<file path="config.mk">
export PLATFORM = sky130hd
export DESIGN_NAME = miss_delta_prefetcher
export DESIGN_NICKNAME = d
export VERILOG_FILES = /design/src/rtl/mdp_pkg.sv /design/src/rtl/mdp_history.sv /design/src/rtl/mdp_engine.sv /design/src/rtl/mdp_pipe.sv /design/src/rtl/miss_delta_prefetcher.sv
export SDC_FILE = /design/constraint.sdc
export NUM_CORES = 1
export LEC_CHECK = 0
export CORE_MARGIN = 2
export CORE_UTILIZATION = 42
export CTS_BUF_LIST = sky130_fd_sc_hd__clkbuf_8
export DETAILED_ROUTE_END_ITERATION = 8
export HOLD_SLACK_MARGIN = 0.12
export SLEW_MARGIN = 20
export SYNTH_ARGS = -nofsm -noshare
export SYNTH_HDL_FRONTEND = slang
export SYNTH_SLANG_ARGS = --single-unit
</file>
<file path="constraint.sdc">
create_clock -name clk -period 6.1 [get_ports clk]
set_clock_uncertainty 0.15 [all_clocks]
set_input_delay 1.83 -clock clk [delete_from_list [all_inputs] [get_ports clk]]
set_output_delay 1.83 -clock clk [all_outputs]
set_load 0.005 [all_outputs]
</file>
<file path="src/rtl/mdp_pkg.sv">
// Shared types for the miss-delta prefetcher.
// Assumes nothing beyond IEEE 1800-2017 packages.
package mdp_pkg;
    // How many valid entries the two-deep miss history holds.
    typedef enum logic [1:0] {
        HIST_EMPTY = 2'd0,
        HIST_ONE   = 2'd1,
        HIST_FULL  = 2'd2
    } hist_fill_e;
endpackage

</file>
<file path="src/rtl/mdp_history.sv">
// Two-deep miss history for one pipe. It shifts in each captured miss
// address and reports the stride between the last two entries. The stride
// may be used only once both entries are filled and it is non-zero.
// Assumes cap_vld lasts one cycle per miss.
module mdp_history
    import mdp_pkg::*;
#(
    parameter int AW = 32
) (
    input  logic          clk,
    input  logic          rst_n,
    input  logic          cap_vld,
    input  logic [AW-1:0] cap_pa,
    output logic [AW-1:0] stride,
    output logic          stride_ok,
    output hist_fill_e    fill
);
    logic [AW-1:0] last_pa;
    logic [AW-1:0] older_pa;

    // Shift the new miss into the history and count the fill level up to full.
    always_ff @(posedge clk) begin
        if (!rst_n) begin
            last_pa  <= '0;
            older_pa <= '0;
            fill     <= HIST_EMPTY;
        end else if (cap_vld) begin
            older_pa <= last_pa;
            last_pa  <= cap_pa;
            if (fill == HIST_EMPTY)
                fill <= HIST_ONE;
            else
                fill <= HIST_FULL;
        end
    end

    // Stride is the newer entry minus the older one (wraps modulo 2^AW).
    always_comb begin
        stride    = last_pa - older_pa;
        stride_ok = (fill == HIST_FULL) && (stride != '0);
    end

    // the history is never full one cycle after a reset with no capture

    history_fill_chk: assert property (@(posedge clk) disable iff (!rst_n)
        ($past(!rst_n) && !$past(cap_vld)) |-> (fill == HIST_EMPTY));
endmodule

</file>
<file path="src/rtl/mdp_engine.sv">
// Loopback candidate generator for one pipe. A start loads miss + stride.
// Each later step adds the stride again, until the latched degree is used
// up. A candidate in the missed line is skipped without output. A stalled
// output holds its address. A new start overrides everything.
module mdp_engine #(
    parameter int AW     = 32,
    parameter int DEG_W  = 3,
    parameter int LINE_W = 6
) (
    input  logic             clk,
    input  logic             rst_n,
    input  logic             start,
    input  logic             start_ok,
    input  logic [AW-1:0]    start_pa,
    input  logic [AW-1:0]    stride,
    input  logic [DEG_W-1:0] degree,
    input  logic             out_rdy,
    output logic             out_vld,
    output logic [AW-1:0]    out_pa
);
    localparam int TAG_W = AW - LINE_W;

    logic             active;
    logic [AW-1:0]    cand;
    logic [AW-1:0]    step;
    logic [DEG_W-1:0] left;
    logic [TAG_W-1:0] home_tag;
    logic             crosses;
    logic             advance;

    // Decide whether the current candidate may go out and whether to step.
    always_comb begin
        crosses = cand[AW-1:LINE_W] != home_tag;
        out_vld = active && crosses;
        out_pa  = cand;
        advance = active && (out_rdy || !crosses);
    end

    // Start a new sequence on a miss, or loop the adder on each step.
    always_ff @(posedge clk) begin
        if (!rst_n) begin
            active   <= 1'b0;
            cand     <= '0;
            step     <= '0;
            left     <= '0;
            home_tag <= '0;
        end else if (start) begin
            active   <= start_ok && (degree != '0);
            cand     <= start_pa + stride;
            step     <= stride;
            left     <= degree;
            home_tag <= start_pa[AW-1:LINE_W];
        end else if (advance) begin
            if (left == DEG_W'(1)) begin
                active <= 1'b0;
            end else begin
                left <= left - DEG_W'(1);
                cand <= cand + step;
            end
        end
    end


    stall_hold_chk: assert property (@(posedge clk) disable iff (!rst_n)
        (out_vld && !out_rdy && !start) |=> (out_vld && $stable(out_pa)));
endmodule

</file>
<file path="src/rtl/mdp_pipe.sv">
// One load pipe's prefetcher: miss history feeding the loopback engine.
// Assumes a single miss per cycle on this pipe.
module mdp_pipe
    import mdp_pkg::*;
#(
    parameter int AW     = 32,
    parameter int DEG_W  = 3,
    parameter int LINE_W = 6
) (
    input  logic             clk,
    input  logic             rst_n,
    input  logic             miss_vld,
    input  logic [AW-1:0]    miss_pa,
    input  logic [DEG_W-1:0] degree,
    input  logic             pf_rdy,
    output logic             pf_vld,
    output logic [AW-1:0]    pf_pa
);
    logic [AW-1:0] stride;
    logic          stride_ok;
    hist_fill_e    fill;

    mdp_history #(.AW(AW)) u_hist (
        .clk      (clk),
        .rst_n    (rst_n),
        .cap_vld  (miss_vld),
        .cap_pa   (miss_pa),
        .stride   (stride),
        .stride_ok(stride_ok),
        .fill     (fill)
    );

    mdp_engine #(.AW(AW), .DEG_W(DEG_W), .LINE_W(LINE_W)) u_eng (
        .clk     (clk),
        .rst_n   (rst_n),
        .start   (miss_vld),
        .start_ok(stride_ok),
        .start_pa(miss_pa),
        .stride  (stride),
        .degree  (degree),
        .out_rdy (pf_rdy),
        .out_vld (pf_vld),
        .out_pa  (pf_pa)
    );

    // Checker state: the line of the last miss and handshakes since it.
    logic [AW-LINE_W-1:0] chk_line;
    logic [DEG_W:0]       chk_hs;
    logic [DEG_W-1:0]     chk_deg;

    // Track the triggering line and count accepted prefetches per miss.
    always_ff @(posedge clk) begin
        if (!rst_n) begin
            chk_line <= '0;
            chk_hs   <= '0;
            chk_deg  <= '0;
        end else if (miss_vld) begin
            chk_line <= miss_pa[AW-1:LINE_W];
            chk_hs   <= '0;
            chk_deg  <= degree;
        end else if (pf_vld && pf_rdy) begin
            chk_hs <= chk_hs + 1'b1;
        end
    end


    warmup_quiet_chk: assert property (@(posedge clk) disable iff (!rst_n)
        (miss_vld && fill != HIST_FULL) |=> !pf_vld);

    zero_stride_chk: assert property (@(posedge clk) disable iff (!rst_n)
        (miss_vld && stride == '0) |=> !pf_vld);

    other_line_chk: assert property (@(posedge clk) disable iff (!rst_n)
        pf_vld |-> (pf_pa[AW-1:LINE_W] != chk_line));

    degree_bound_chk: assert property (@(posedge clk) disable iff (!rst_n)
        chk_hs <= {1'b0, chk_deg});
endmodule

</file>
<file path="src/rtl/miss_delta_prefetcher.sv">
// Miss-delta prefetcher: one independent generator per load pipe. Buses
// are flattened, pipe p at [p*AW +: AW]. The degree setting is shared.
// Assumes 2^LINE_W-byte cache lines.
module miss_delta_prefetcher #(
    parameter int NUM_PIPES  = 2,
    parameter int AW         = 32,
    parameter int DEG_W      = 3,
    parameter int LINE_BYTES = 64
) (
    input  logic                    clk,
    input  logic                    rst_n,
    input  logic [NUM_PIPES-1:0]    miss_vld,
    input  logic [NUM_PIPES*AW-1:0] miss_pa,
    input  logic [DEG_W-1:0]        degree_cfg,
    input  logic [NUM_PIPES-1:0]    pf_rdy,
    output logic [NUM_PIPES-1:0]    pf_vld,
    output logic [NUM_PIPES*AW-1:0] pf_pa
);
    localparam int LINE_W = $clog2(LINE_BYTES);

    // One generator per pipe, sharing only clock, reset and degree.
    for (genvar p = 0; p < NUM_PIPES; p++) begin : g_pipe
        mdp_pipe #(.AW(AW), .DEG_W(DEG_W), .LINE_W(LINE_W)) u_pipe (
            .clk     (clk),
            .rst_n   (rst_n),
            .miss_vld(miss_vld[p]),
            .miss_pa (miss_pa[p*AW +: AW]),
            .degree  (degree_cfg),
            .pf_rdy  (pf_rdy[p]),
            .pf_vld  (pf_vld[p]),
            .pf_pa   (pf_pa[p*AW +: AW])
        );
    end


    reset_idle_chk: assert property (@(posedge clk)
        $past(!rst_n) |-> (pf_vld == '0));
endmodule

</file>
Word-level counts from Yosys, hierarchy flattened
Index checks and enable logic that the tools add are counted.
{ "totals": {"register_bits": 320, "input_bits": 73, "output_inout_bits": 66, "word_cells": 77} }
{ "op_classes": {"n_addsub": 8, "n_eq_ne": 8, "muxes": 20, "n_reduce_logical": 25} }
{ "ops": {"columns": ["cell", "n"], "rows": [
  ["32-bit 2-to-1 mux", 6],
  ["32-bit adder", 4],
  ["32-bit nonzero test", 2],
  ["32-bit subtractor", 2],
  ["26-bit inequality test", 2],
  ["3-bit 2-to-1 mux", 6],
  ["1-bit logical AND", 8],
  ["2-bit AND reduction", 4],
  ["2-bit nonzero test", 4],
  ["3-bit by 1-bit equality test with 1-bit output, second input constant", 2],
  ["1-bit 2-to-1 mux", 6],
  ["3-bit by 1-bit subtractor with 3-bit output, second input constant", 2],
  ["2-bit equality test, second input constant", 2],
  ["2-bit zero test", 2],
  ["2-bit 2-to-1 mux", 2],
  ["2-bit inequality test, second input constant", 2],
  ["3-bit nonzero test", 1],
  ["1-bit zero test", 2],
  ["1-bit logical OR", 2]
]} }

Depth between registers and ports, before layout
{ "logic_depth": {"word_depth": 6, "depth_mapped": 25, "depth_no_buf": 25} }

Hierarchy
From an unflattened synthesis, not the netlist that was laid out.
{ "hier_totals": {"cells_unflattened": 2786, "hier_area_um2": 23322.4} }
{ "modules_own_cells": {"columns": ["module", "n_inst", "cells_each", "area_each_um2", "seq_area_each_um2"], "rows": [
  ["mdp_history", 2, 503, 4426.7, 1321.3],
  ["mdp_engine at g_pipe[0].u_pipe.u_eng", 1, 906, 7274.5, 1881.8],
  ["mdp_engine at g_pipe[1].u_pipe.u_eng", 1, 874, 7194.4, 1881.8]
]} }

Worst setup path before layout
Ideal clock, no wire load.
{ "synth_path": {"path_type": "in2reg", "from": "input miss_pa[32]", "to": "register g_pipe[1].u_pipe.u_eng.cand[30]", "setup_time_ns": 0.091, "arrival_ns": 4.634, "t_required_ns": 5.859, "setup_slack_ns": 1.225, "cell_stages": 13, "path_buffers": 0, "cell_sequence": "ha_1 -> fa_1 -> a21o_1 -> a21o_1 -> a21oi_2 -> o21ai_1 -> a2111oi_2 -> o41ai_2 -> a22o_1 -> a41oi_2 -> o2111a_1 -> a211oi_1 -> a311oi_1"} }
{ "synth_between": {"elab_chain_cells": 2} }
{ "synth_rtl": {"columns": ["item", "line", "rtl"], "rows": [
  ["start, declared", "miss_delta_prefetcher.sv:13", "input logic [NUM_PIPES*AW-1:0] miss_pa,"],
  ["32-bit adder", "mdp_engine.sv:49", "cand <= start_pa + stride;"],
  ["32-bit 2-to-1 mux", "mdp_engine.sv:47", "end else if (start) begin"],
  ["end signal, assigned", "mdp_engine.sv:49", null],
  ["end signal, assigned", "mdp_engine.sv:58", "cand <= cand + step;"],
  ["end, declared", "mdp_engine.sv:24", "logic [AW-1:0] cand;"]
]} }
No other way between the ends.
A chain may end at the register's enable or synchronous reset.

Final worst setup path
{ "layout_path": {"from": "register g_pipe[0].u_pipe.u_hist.last_pa[0]", "to": "register g_pipe[0].u_pipe.u_eng.cand[31]"} }
{ "layout_between": {"elab_chain_cells": 3} }
{ "layout_rtl": {"columns": ["item", "line", "rtl"], "rows": [
  ["start, declared", "mdp_history.sv:18", "logic [AW-1:0] last_pa;"],
  ["start signal, assigned", "mdp_history.sv:29", "last_pa <= cap_pa;"],
  ["32-bit subtractor", "mdp_history.sv:39", "stride = last_pa - older_pa;"],
  ["via g_pipe[0].u_pipe.stride[18]", "mdp_pipe.sv:19", "logic [AW-1:0] stride;"],
  ["32-bit adder", "mdp_engine.sv:49", null],
  ["32-bit 2-to-1 mux", "mdp_engine.sv:47", null],
  ["end signal, assigned", "mdp_engine.sv:49", null],
  ["end signal, assigned", "mdp_engine.sv:58", null],
  ["end, declared", "mdp_engine.sv:24", null]
]} }
The timed path passes the listed nets, and every way through them passes these cells.

==> results.ini <==
[status]
outcome=completed

[synthesis]
synth_largest_area_cell=dfxtp_1
ys_warn_count=0
syn_area_per_cell_um2=8.21
yosysUniqueCellTypes=81
async_reset_ff_share_pct=0
netlist_area_mm2=0.0203
yosysTopAreaCellShare_pct=26.4
netlist_top_cells_count=nor2_1 (320), dfxtp_1 (268), ha_1 (200)
synthTopCellsByArea=dfxtp_1 (26%), ha_1 (12%), mux2i_1 (9.5%), xnor2_1 (6.1%), nor2_1 (5.9%)
syn_inst=2470
yosysMostFrequentCell=nor2_1
ys.flop_type=dfxtp_1
ys_seq_area_share_pct=26.4
synth_seq_cells=268
synth_edf_count=0
synth_nets=2749

[timing]
setup_viol=0
slew_headroom_pct=30.2
slew_violations=0
period_needed_ns=5.68
fin_tns_setup_ns=0
min_period_over_period_pct=93.1
rsz0062_at_grt=false
fmax_mhz=176
tightestPinTransition_ns=1.05
hold_viol=0

[routing]
drt_iter0_drc=1082
drc=0
via_count=18300
wirelength_mm=60.7
dr.pass1.iters=7
routed_via_density=5.64
wl_per_cell_um=18.7
ant_nets=0

[setup_path]
crit_end=g_pipe[0].u_pipe.u_eng.out_pa[31]$_SDFFE_PN0P_
worstSetupStartpointType=register
r2r-end=g_pipe[0].u_pipe.u_eng.out_pa[31]$_SDFFE_PN0P_
slowest_delay_ns=0.46
cp_common_cell=a21oi_1
crit_path_end_kind=register
cp_num_buf_inv=2
reg2reg_depth=25
cp_slowest_cell=o41ai_1
r2r_setup_slack_ns=0.42
path_class=reg -> reg
crit-reg2reg-launch=g_pipe[0].u_pipe.u_hist.last_pa[0]$_SDFFE_PN0P_
critical-path-top-delay-family=compound AO/OA/AOI/OAI gates
crit_cells=25
critical_path.max_fanout=6
startpoint=g_pipe[0].u_pipe.u_hist.last_pa[0]$_SDFFE_PN0P_
arrival_ns=6.07
crit_required_ns=6.49

[die]
num_rows=80
core_area_mm2=0.0477
io_pins=139
die_area_mm2=0.0501
die_width_um=224
chipHeight_um=224
start_util_pct=42.5

[global_routing]
grt_pass1_vias=17700
grt_max_degree=148
grt_pass1_wl_mm=95.6
grt_remaining_overflow=0
antenna_found_initial=2
grt_usage_pct=23.8

[power]
swShare_pct=39.6
p_leak_uw=0.0103
pwr-share-clk_pct=25.7
p_per_area_mw_per_mm2=322
p_sw_uw=2970
p_int_uw=4530
vdd_ir_drop_max_v=0.000216
pwr-share-comb_pct=45.0
p_total_uw=7510
p_seq_share_pct=29.3

[cts]
clockRootBuffer=clkbuf_8
cts_setup_buffers=0
cts.sinks=268
clkTransAtPathRegs_ns=0.06
ctsResizeCount=0
htreeDepth=2
postCtsHoldBufs=0
clk_latency_ns=0.66
cts_tree=done
cts.path.max_buffers=3
cts_made_buffers=54

[final_layout]
fillerInstances=4671
nets=2864
drive_gt1_share_pct=5.26
areaGrowthSynthToFinish_pct=15.0

[job]
drv_cap=0

[worst_hold_path]
hold_class=reg -> reg

[placement]
gp_congestion=0.935
dp_hpwl_mm=45.8
portBuffers=138

-- metrics by stage --
| stage | std cells | hold slack, ns | setup WS [ns] | area [µm²] | utilization, % |
|---|---|---|---|---|---|
| after floorplan | 2470 | 0.310 | 1.22 | 20300 | - |
| after global placement | 3144 | 0.323 | 0.206 | 22200 | 46.5 |
| after detailed placement | 3144 | 0.328 | 0.209 | 22200 | 46.5 |
| after CTS | 3239 | 0.337 | 0.465 | 23300 | 48.9 |
| after global routing | 3240 | 0.348 | 0.0130 | 23300 | 48.9 |
| final | 3241 | 0.335 | 0.420 | 23300 | 48.9 |
-- cell usage in the layout, fill, tap and decap left out, types with 16 or more instances in the layout --
master           synthesis  layout
clkdlybuf4s50_1          0     136
nand2b_1                26      26
dfxtp_1                268     268
inv_1                  111     126
nand2_1                132     131
or3_1                   16      16
nand3_1                 30      30
xor2_1                  70      70
nand4_1                 27      27
buf_4                    2      22
o21ai_0                100     100
mux2i_1                192     192
nor3_1                  42      42
o21bai_1                22      22
o211ai_1                19      19
a211oi_1                78      78
a21oi_1                192     192
nor2_1                 320     319
ha_1                   200     200
o21a_1                  25      25
nor2b_1                 29      29
a31oi_1                 24      24
xnor2_1                142     142
clkbuf_8                 0      67
and3_1                  32      32
a21o_1                  90      90
-- how the worst min path moves through the flow --
stage / endpoint / cells after the start / from / slack (ns)
after global routing: g_pipe[0].u_pipe.u_eng.step[0]$_SDFFE_PN0P_ / 2 / g_pipe[0].u_pipe.u_eng.step[0]$_SDFFE_PN0P_ / 0.35
after floorplan: g_pipe[0].u_pipe.u_hist.fill[1]$_SDFFE_PN0P_ / 2 / g_pipe[0].u_pipe.u_hist.fill[1]$_SDFFE_PN0P_ / 0.31
final: g_pipe[0].u_pipe.u_eng.step[0]$_SDFFE_PN0P_ / 2 / g_pipe[0].u_pipe.u_eng.step[0]$_SDFFE_PN0P_ / 0.34
after global placement: g_pipe[1].u_pipe.u_hist.fill[1]$_SDFFE_PN0P_ / 2 / g_pipe[1].u_pipe.u_hist.fill[1]$_SDFFE_PN0P_ / 0.32
after CTS: g_pipe[0].u_pipe.u_eng.step[0]$_SDFFE_PN0P_ / 2 / g_pipe[0].u_pipe.u_eng.step[0]$_SDFFE_PN0P_ / 0.34
after detailed placement: g_pipe[0].u_pipe.u_eng.step[0]$_SDFFE_PN0P_ / 2 / g_pipe[0].u_pipe.u_eng.step[0]$_SDFFE_PN0P_ / 0.33
-- layer usage --
| layer | part of all wire [%] | up-vias | GRT usage [%] |
|---|---|---|---|
| met1 | 46 | 8596 | 31.7 |
| met3 | 5.2 | 92 | 3.46 |
| met5 | 0 | - | 0 |
| li1 | - | 9107 | - |
| met2 | 46 | 497 | 39.8 |
| met4 | 2.7 | 0 | 7.14 |
-- sequential cells by signal, indices dropped and copies added, names as in the netlist --
| register | flops |
|---|---|
| g_pipe.u_pipe.u_eng.active | 2 |
| g_pipe.u_pipe.u_eng.home_tag | 26 |
| g_pipe.u_pipe.u_eng.left | 6 |
| g_pipe.u_pipe.u_eng.out_pa | 64 |
| g_pipe.u_pipe.u_eng.step | 64 |
| g_pipe.u_pipe.u_hist.fill | 4 |
| g_pipe.u_pipe.u_hist.last_pa | 38 |
| g_pipe.u_pipe.u_hist.older_pa | 64 |
-- cell families (layout without fill, tap and decap cells) --
kind of cell,count (synthesis),in the layout,synth area share (%)
compound gates,658,658,21.3
xor+xnor,213,213,9.27
fa+ha+maj,206,206,12.9
buf+inv,213,367,4.01
flops,268,268,26.4
mux,194,194,9.58
other cells,0,2,0
simple gates,718,718,16.5
-- layout make-up --
| class | instances | area, µm² | area share, % |
|---|---|---|---|
| Antenna cell | 2 | 5.00 | 0.0214 |
| Clock buffer | 67 | 922 | 3.95 |
| Clock inverter | 28 | 181 | 0.778 |
| Inverter | 112 | 428 | 1.83 |
| Multi-Input combinational cell | 1989 | 14100 | 60.5 |
| Sequential cell | 268 | 5370 | 23.0 |
| Tap cell | 615 | 769 | 3.30 |
| Timing Repair Buffer | 160 | 1550 | 6.64 |
-- worst reg2reg max path, stage by stage, from the launching register on --
cell	delay, ns
dfxtp_1	0.32
inv_1	0.06
ha_1	0.16
inv_1	0.05
fa_1	0.40
a21o_1	0.19
a21oi_1	0.26
o211ai_1	0.22
a211o_1	0.34
a41oi_1	0.34
nor2b_1	0.09
o21a_1	0.19
nor2_1	0.13
xnor2_1	0.23
ha_1	0.38
nand2_1	0.12
o211ai_1	0.12
a21oi_1	0.19
nor2b_1	0.07
a31oi_1	0.23
a21oi_1	0.15
o41ai_1	0.46
o21ai_0	0.27
a31oi_1	0.26
xnor2_1	0.14
o22ai_1	0.09
-- power by group through the flow --
stage | registers [µW] | clock network (µW) | logic, µW
final | 2200 | 1930 | 3380
after global routing | 2220 | 2060 | 3720
after CTS | 2190 | 1980 | 3350
after detailed placement | 2230 | 0 | 3320
after global placement | 2230 | 0 | 3280
after floorplan | 2140 | 0 | 2410
No activity file was read; power rests on OpenSTA's default activity.
